### src/rtl/rcr_pkg.sv
package rcr_pkg;

   // receive data-path width selector
   typedef enum logic [1:0] {
      PATH_WIDE     = 2'b00,
      PATH_MID      = 2'b01,
      PATH_NARROW   = 2'b10,
      PATH_NARROW_B = 2'b11
   } path_sel_e;

   localparam int NUM_PATHS   = 3;
   localparam int DWORD_BYTES = 4;

endpackage

### src/rtl/rcr_span.sv
// Splits a byte range at RCB boundaries: block count, first and last piece sizes.
module rcr_span #(
   parameter int RCB_SMALL = 64,
   parameter int RCB_LARGE = 128,
   parameter int LEN_W     = 13,
   parameter int OFS_W     = 7,
   parameter int HDR_W     = 7
) (
   input  logic [OFS_W-1:0] ofs,
   input  logic [LEN_W-1:0] len,
   input  logic             rcb_large,
   output logic [HDR_W-1:0] hdr,
   output logic [HDR_W-1:0] mid,
   output logic [LEN_W-1:0] first_piece,
   output logic [LEN_W-1:0] last_piece,
   output logic             single
);
   localparam int SPAN_W = LEN_W + 1;
   localparam int LG_S   = $clog2(RCB_SMALL);
   localparam int LG_L   = $clog2(RCB_LARGE);

   logic [SPAN_W-1:0] off_w, len_w, span, blk, first_room, tail, hdr_w;

   always_comb begin
      off_w = rcb_large ? SPAN_W'(ofs) : SPAN_W'(ofs & OFS_W'(RCB_SMALL - 1));
      blk   = rcb_large ? SPAN_W'(RCB_LARGE) : SPAN_W'(RCB_SMALL);
      len_w = SPAN_W'(len);
      span  = off_w + len_w;
      // index of block holding the last byte, plus one; offset lies in block 0
      hdr_w = ((span - SPAN_W'(1)) >> (rcb_large ? LG_L : LG_S)) + SPAN_W'(1);
      first_room = blk - off_w;
      tail       = span & (blk - SPAN_W'(1));
   end

   assign hdr         = HDR_W'(hdr_w);
   assign single      = (hdr_w == SPAN_W'(1));
   assign mid         = single ? '0 : HDR_W'(hdr_w - SPAN_W'(2));
   assign first_piece = (len_w < first_room) ? len : LEN_W'(first_room);
   assign last_piece  = (tail == '0) ? LEN_W'(blk) : LEN_W'(tail);

endmodule

### src/rtl/rcr_beats.sv
// Data entries for one beat width: each piece rounds up to whole beats.
module rcr_beats #(
   parameter int BEAT_BYTES = 32,
   parameter int RCB_SMALL  = 64,
   parameter int RCB_LARGE  = 128,
   parameter int LEN_W      = 13,
   parameter int HDR_W      = 7,
   parameter int DAT_W      = 10
) (
   input  logic [LEN_W-1:0] len,
   input  logic [LEN_W-1:0] first_piece,
   input  logic [LEN_W-1:0] last_piece,
   input  logic [HDR_W-1:0] mid,
   input  logic             single,
   input  logic             rcb_large,
   output logic [DAT_W-1:0] beats
);
   localparam int LG_B = $clog2(BEAT_BYTES);
   localparam int SH_S = $clog2(RCB_SMALL) - LG_B;
   localparam int SH_L = $clog2(RCB_LARGE) - LG_B;

   if (BEAT_BYTES > RCB_SMALL || (1 << LG_B) != BEAT_BYTES) begin : g_bad_beat
      $error("rcr_beats: beat must be a power of two no larger than the small RCB");
   end

   function automatic logic [DAT_W-1:0] ceil_beats(input logic [LEN_W-1:0] n);
      logic [LEN_W:0] t;
      t = (LEN_W+1)'(n) + (LEN_W+1)'(BEAT_BYTES - 1);
      return DAT_W'(t >> LG_B);
   endfunction

   logic [DAT_W-1:0] mid_beats;

   always_comb begin
      mid_beats = DAT_W'(mid) << (rcb_large ? SH_L : SH_S);
      if (single) beats = ceil_beats(len);
      else        beats = ceil_beats(first_piece) + ceil_beats(last_piece) + mid_beats;
   end

endmodule

### src/rtl/rcr_out_stage.sv
// One-entry result register with valid/ready on both sides.
module rcr_out_stage #(
   parameter int HDR_W = 7,
   parameter int DAT_W = 10
) (
   input  logic             clk,
   input  logic             rst_n,
   input  logic             in_valid,
   output logic             in_ready,
   input  logic [HDR_W-1:0] in_hdr,
   input  logic [DAT_W-1:0] in_dat,
   output logic             out_valid,
   input  logic             out_ready,
   output logic [HDR_W-1:0] out_hdr,
   output logic [DAT_W-1:0] out_dat
);
   assign in_ready = !out_valid || out_ready;

   always_ff @(posedge clk or negedge rst_n) begin
      if (!rst_n) begin
         out_valid <= 1'b0;
         out_hdr   <= '0;
         out_dat   <= '0;
      end else if (in_ready) begin
         out_valid <= in_valid;
         if (in_valid) begin
            out_hdr <= in_hdr;
            out_dat <= in_dat;
         end
      end
   end

   AST_ACCEPT_NEXT: assert property (@(posedge clk) disable iff (!rst_n)
      in_valid && in_ready |=> out_valid);
   AST_STALL_HOLD: assert property (@(posedge clk) disable iff (!rst_n)
      out_valid && !out_ready |=> out_valid && $stable(out_hdr) && $stable(out_dat));

endmodule

### src/rtl/rd_cpl_need_calc.sv
module rd_cpl_need_calc
   import rcr_pkg::*;
#(
   parameter int MAX_LEN     = 4096,
   parameter int RCB_SMALL   = 64,
   parameter int RCB_LARGE   = 128,
   parameter int WIDE_BITS   = 256,
   parameter int MID_BITS    = 128,
   parameter int NARROW_BITS = 64,
   localparam int LEN_W    = $clog2(MAX_LEN) + 1,
   localparam int OFS_W    = $clog2(RCB_LARGE),
   localparam int HDR_W    = $clog2(MAX_LEN / RCB_SMALL + 2),
   localparam int DAT_W    = $clog2(MAX_LEN * 8 / NARROW_BITS + 3)
) (
   input  logic             clk,
   input  logic             rst_n,
   input  logic             req_valid,
   output logic             req_ready,
   input  logic [OFS_W-1:0] req_ofs,
   input  logic [LEN_W-1:0] req_len,
   input  logic             req_rcb,
   input  logic [1:0]       req_path,
   output logic             rsp_valid,
   input  logic             rsp_ready,
   output logic [HDR_W-1:0] rsp_hdr,
   output logic [DAT_W-1:0] rsp_dat
);
   localparam int PATH_BITS [NUM_PATHS] = '{WIDE_BITS, MID_BITS, NARROW_BITS};

   if (RCB_SMALL >= RCB_LARGE || (1 << $clog2(RCB_SMALL)) != RCB_SMALL
       || (1 << $clog2(RCB_LARGE)) != RCB_LARGE) begin : g_bad_rcb
      $error("rd_cpl_need_calc: RCB sizes must be rising powers of two");
   end
   if (MAX_LEN < RCB_LARGE || (1 << $clog2(MAX_LEN)) != MAX_LEN) begin : g_bad_len
      $error("rd_cpl_need_calc: MAX_LEN must be a power of two >= large RCB");
   end
   if (WIDE_BITS < MID_BITS || MID_BITS < NARROW_BITS) begin : g_bad_path
      $error("rd_cpl_need_calc: path widths must be ordered wide >= mid >= narrow");
   end

   // effective length: zero means one dword, oversize clamps to MAX_LEN
   logic [LEN_W-1:0] len_eff;
   assign len_eff = (req_len == '0)              ? LEN_W'(DWORD_BYTES) :
                    (req_len > LEN_W'(MAX_LEN))  ? LEN_W'(MAX_LEN)     : req_len;

   logic [HDR_W-1:0] hdr, mid;
   logic [LEN_W-1:0] first_piece, last_piece;
   logic             single;

   rcr_span #(
      .RCB_SMALL(RCB_SMALL), .RCB_LARGE(RCB_LARGE),
      .LEN_W(LEN_W), .OFS_W(OFS_W), .HDR_W(HDR_W)
   ) i_span (
      .ofs(req_ofs), .len(len_eff), .rcb_large(req_rcb),
      .hdr(hdr), .mid(mid), .first_piece(first_piece),
      .last_piece(last_piece), .single(single)
   );

   logic [DAT_W-1:0] beats [NUM_PATHS];

   for (genvar g = 0; g < NUM_PATHS; g++) begin : g_path
      rcr_beats #(
         .BEAT_BYTES(PATH_BITS[g] / 8),
         .RCB_SMALL(RCB_SMALL), .RCB_LARGE(RCB_LARGE),
         .LEN_W(LEN_W), .HDR_W(HDR_W), .DAT_W(DAT_W)
      ) i_beats (
         .len(len_eff), .first_piece(first_piece), .last_piece(last_piece),
         .mid(mid), .single(single), .rcb_large(req_rcb), .beats(beats[g])
      );
   end

   logic [DAT_W-1:0] dat_sel;
   always_comb begin
      case (path_sel_e'(req_path))
         PATH_WIDE: dat_sel = beats[0];
         PATH_MID:  dat_sel = beats[1];
         default:   dat_sel = beats[2];
      endcase
   end

   rcr_out_stage #(.HDR_W(HDR_W), .DAT_W(DAT_W)) i_out (
      .clk(clk), .rst_n(rst_n),
      .in_valid(req_valid), .in_ready(req_ready),
      .in_hdr(hdr), .in_dat(dat_sel),
      .out_valid(rsp_valid), .out_ready(rsp_ready),
      .out_hdr(rsp_hdr), .out_dat(rsp_dat)
   );

   AST_HDR_NONZERO: assert property (@(posedge clk) disable iff (!rst_n)
      rsp_valid |-> rsp_hdr != '0);
   AST_DAT_COVERS_HDR: assert property (@(posedge clk) disable iff (!rst_n)
      rsp_valid |-> rsp_dat >= DAT_W'(rsp_hdr));
   AST_PATH_ORDER: assert property (@(posedge clk) disable iff (!rst_n)
      req_valid |-> beats[2] >= beats[1] && beats[1] >= beats[0]);
   AST_STALL_BLOCKS: assert property (@(posedge clk) disable iff (!rst_n)
      rsp_valid && !rsp_ready |-> !req_ready);
   AST_RESET_IDLE: assert property (@(posedge clk)
      !rst_n |=> !rsp_valid);

endmodule

### config.mk
export PLATFORM = sky130hd
export DESIGN_NAME = rd_cpl_need_calc
export DESIGN_NICKNAME = d
export VERILOG_FILES = /design/src/rtl/rcr_pkg.sv /design/src/rtl/rcr_span.sv /design/src/rtl/rcr_beats.sv /design/src/rtl/rcr_out_stage.sv /design/src/rtl/rd_cpl_need_calc.sv
export SDC_FILE = /design/constraint.sdc
export NUM_CORES = 1
export LEC_CHECK = 0
export ABC_CLOCK_PERIOD_IN_PS = 1500
export CAP_MARGIN = 0
export CORE_ASPECT_RATIO = 1.4
export CORE_MARGIN = 4
export CORE_UTILIZATION = 55
export DETAILED_ROUTE_END_ITERATION = 10
export PLACE_DENSITY_LB_ADDON = 0.25
export SLEW_MARGIN = 30
export SYNTH_ARGS = -nofsm -noshare
export SYNTH_HDL_FRONTEND = slang
export SYNTH_SLANG_ARGS = --single-unit
### constraint.sdc
create_clock -name clk -period 1.5 [get_ports clk]
set_input_delay 0.45 -clock clk [delete_from_list [all_inputs] [get_ports clk]]
set_output_delay 0.45 -clock clk [all_outputs]
set_load 0.01 [all_outputs]
==> qor.yml <==
start_kind: "input pin"
numCtsBuffers: 3
fin_ws_ns: -5.90
hpwl_mm: 16.0
synth_compound_area_frac: 0.219
clkSinkCount: 18
coreArea_sq_um: 9460
ys_types: 73
die_h_microns: 124
dieArea_sq_um: 11300
synthAdderAreaFrac: 0.211
min_period_ns: 7.40
hp-class: "register to register"
num-nets-final: 1101
arrival_ns: 7.54
slew_headroom: 0.574
areaGrowthSynthToFinish_pct: 58.0
antenna_found_initial: 0
yosysTopAreaCell: "ha_1"
num_antenna_cells: 0
clock_path_buffers: 2
grt_max_degree: 34
ir_drop_v: 0.00142
finalWirelength_mm: 22.7
drv_slew: 0
viasPerCell: 6.24
initial_core_util: 0.560
cp.required_ns: 1.64
overflow: 0
num_rows: 42
ant_nets: 0
grt_usage: 0.369
tightest_slew_ns: 0.632
synth-xor-area-share: 0.143
die_w_microns: 90.9
maxCapViolations: 0
cpMostUsedCell: "buf_6"
grt_pass1_wl_mm: 33.3
post_drt_wl_per_cell_microns: 20.6
synthFlopType: "dfrtp_1"
total_power_uw: 9210
drive_above_1_share: 0.384
drt_pass1_iterations: 5
rsz0062_at_grt: "true"
grt_pass1_vias: 6899
io_pins: 46
hold_ws_ns: 0.476
end_kind: "register"
async_reset_ff_frac: 1.00
synth_top_area_share: 0.146
critPathKind: "input pin to register"
p_per_area_nw_per_um2: 1100
status: "finished, violations left"
crit_path_max_incr_delay_ns: 0.51
drtIter0Drc: 619
synthMuxAreaShare: 0.0567
skew_ns: 0.000844
clkSlewWorstSetupHoldPaths_ns: 0.05
synthesis.area_sq_um: 5300
cts_tree: "done"
drc: 0
synth_edf_count: 0
min_period_over_period: 4.93
leakage_uw: 0.00400
yosysMostFrequentCell: "nand2_1"
hold_viol_final: 0
fmax_mhz: 135
cp_slowest_cell: "fa_1"
synthSimpleGateAreaFrac: 0.217
gp_congestion: 0.954
synth_seq_area_share: 0.0850
synth-seq-cells: 18
yosysWarnings: 0
yosys-top-cells-area: "ha_1 (15%), xnor2_1 (8.8%), dfrtp_1 (8.5%), fa_1 (6.4%), nand2_1 (5.4%)"
synth_top_family_by_area: "compound AO/OA/AOI/OAI gates"
io_buffer_count: 45
yosys-top-cells-count: "nand2_1 (76), nor2_1 (74), ha_1 (62)"
h-tree-depth: 1
clk_latency_ns: 0.26
critical_path.max_fanout: 5
clock-root-buffer: "clkbuf_16"
failed_checks: "negative setup slack"
syn_avg_cell_area_sq_um: 7.46
setup_viol: 17
synth_cells: 710
vias: 6888
-- where the power goes --
part	switching, uW	internal, uW	total (uW)
sequential	85.9	648	734
combinational	3930	3940	7870
clock	195	407	602
-- kinds of logic (layout without fill, tap and decap cells) --
group | count (synthesis) | in the layout
xor gates and xnor gates | 83 | 83
adders and majority gates | 79 | 79
AOI/OAI and AO/OA | 174 | 174
DFF | 18 | 18
buffers and inverters | 89 | 362
other | 2 | 13
muxes | 25 | 25
and+or+nand+nor | 240 | 240
-- state kept, by name (all words and copies together) (netlist names) --
signal,flops
i_out.out_hdr,7
i_out.out_dat,10
i_out.out_valid,1
-- layout make-up --
| class | count | area (sq um) |
|---|---|---|
| Tap cell | 110 | 138 |
| Fill cell | 486 | 1090 |
| Sequential cell | 18 | 450 |
| Multi-Input combinational cell | 614 | 5050 |
| Inverter | 57 | 216 |
| Timing Repair Buffer | 301 | 2430 |
| Clock buffer | 4 | 88.8 |
-- timing repair --
action | 4_1_cts | 5_1_grt
buffers inserted | 30 | 14
pin swaps | 60 | 57
gates resized for setup | 133 | 24
hold buffers | 0 | 0
setup endpoints to repair | 36 | 18
-- through the flow --
step	worst slack (ns)	setup TNS (ns)	instance area, sq um	util	std cells
global placement	-6.17	-77.98	7570	0.800	1058
floorplan	-5.69	-67.82	5550	-	721
detailed placement	-6.37	-80.63	7570	0.800	1058
global route	-6.17	-76.19	8370	0.885	1104
CTS	-5.58	-68.00	8180	0.865	1092
finish	-5.90	-72.79	8370	0.885	1104
-- final timing paths --
path	start	to	slack, ns	cells after the start
min reg2reg	i_out.out_hdr[0]	i_out.out_hdr[0]	0.48	2
min	i_out.out_hdr[0]	i_out.out_hdr[0]	0.48	2
min in group asynchronous	rst_n	i_out.out_dat[4]	0.55	2
max reg2reg	i_out.out_valid	i_out.out_dat[1]	0.10	5
max in group asynchronous	rst_n	i_out.out_hdr[6]	0.76	2
max	req_len[3]	i_out.out_dat[3]	-5.90	41
-- layout by cell type, fill, tap and decap left out, types with 15 or more instances in the layout --
| master | n |
|---|---|
| a21oi_1 | 31 |
| buf_4 | 237 |
| buf_6 | 19 |
| clkdlybuf4s50_1 | 15 |
| dfrtp_1 | 18 |
| dlygate4sd2_1 | 19 |
| ha_1 | 55 |
| inv_1 | 46 |
| nand2_1 | 73 |
| nor2_1 | 66 |
| o21ai_0 | 16 |
| o21ai_1 | 19 |
| xnor2_1 | 47 |
| xor2_1 | 26 |
-- metal layers --
| metal | vias to the layer above | global-route usage | wire length (microns) | share of wire |
|---|---|---|---|---|
| li1 | 3055 | - | - | - |
| met3 | 203 | 0.0489 | 1560 | 0.069 |
| met4 | 0 | 0.297 | 2350 | 0.10 |
| met5 | - | 0 | 0 | 0 |
| met2 | 439 | 0.707 | 11300 | 0.50 |
| met1 | 3191 | 0.352 | 7500 | 0.33 |
-- worst max-delay path: cells and delay by family --
kind / cells / cell delay (ns)
adders and majority gates: 5 / 1.51
and+or+nand+nor: 11 / 1.98
muxes: 1 / 0.11
xor gates and xnor gates: 1 / 0.13
AOI/OAI and AO/OA: 11 / 2.04
buffers and inverters: 12 / 1.30
No activity file was read; power rests on OpenSTA's default activity.
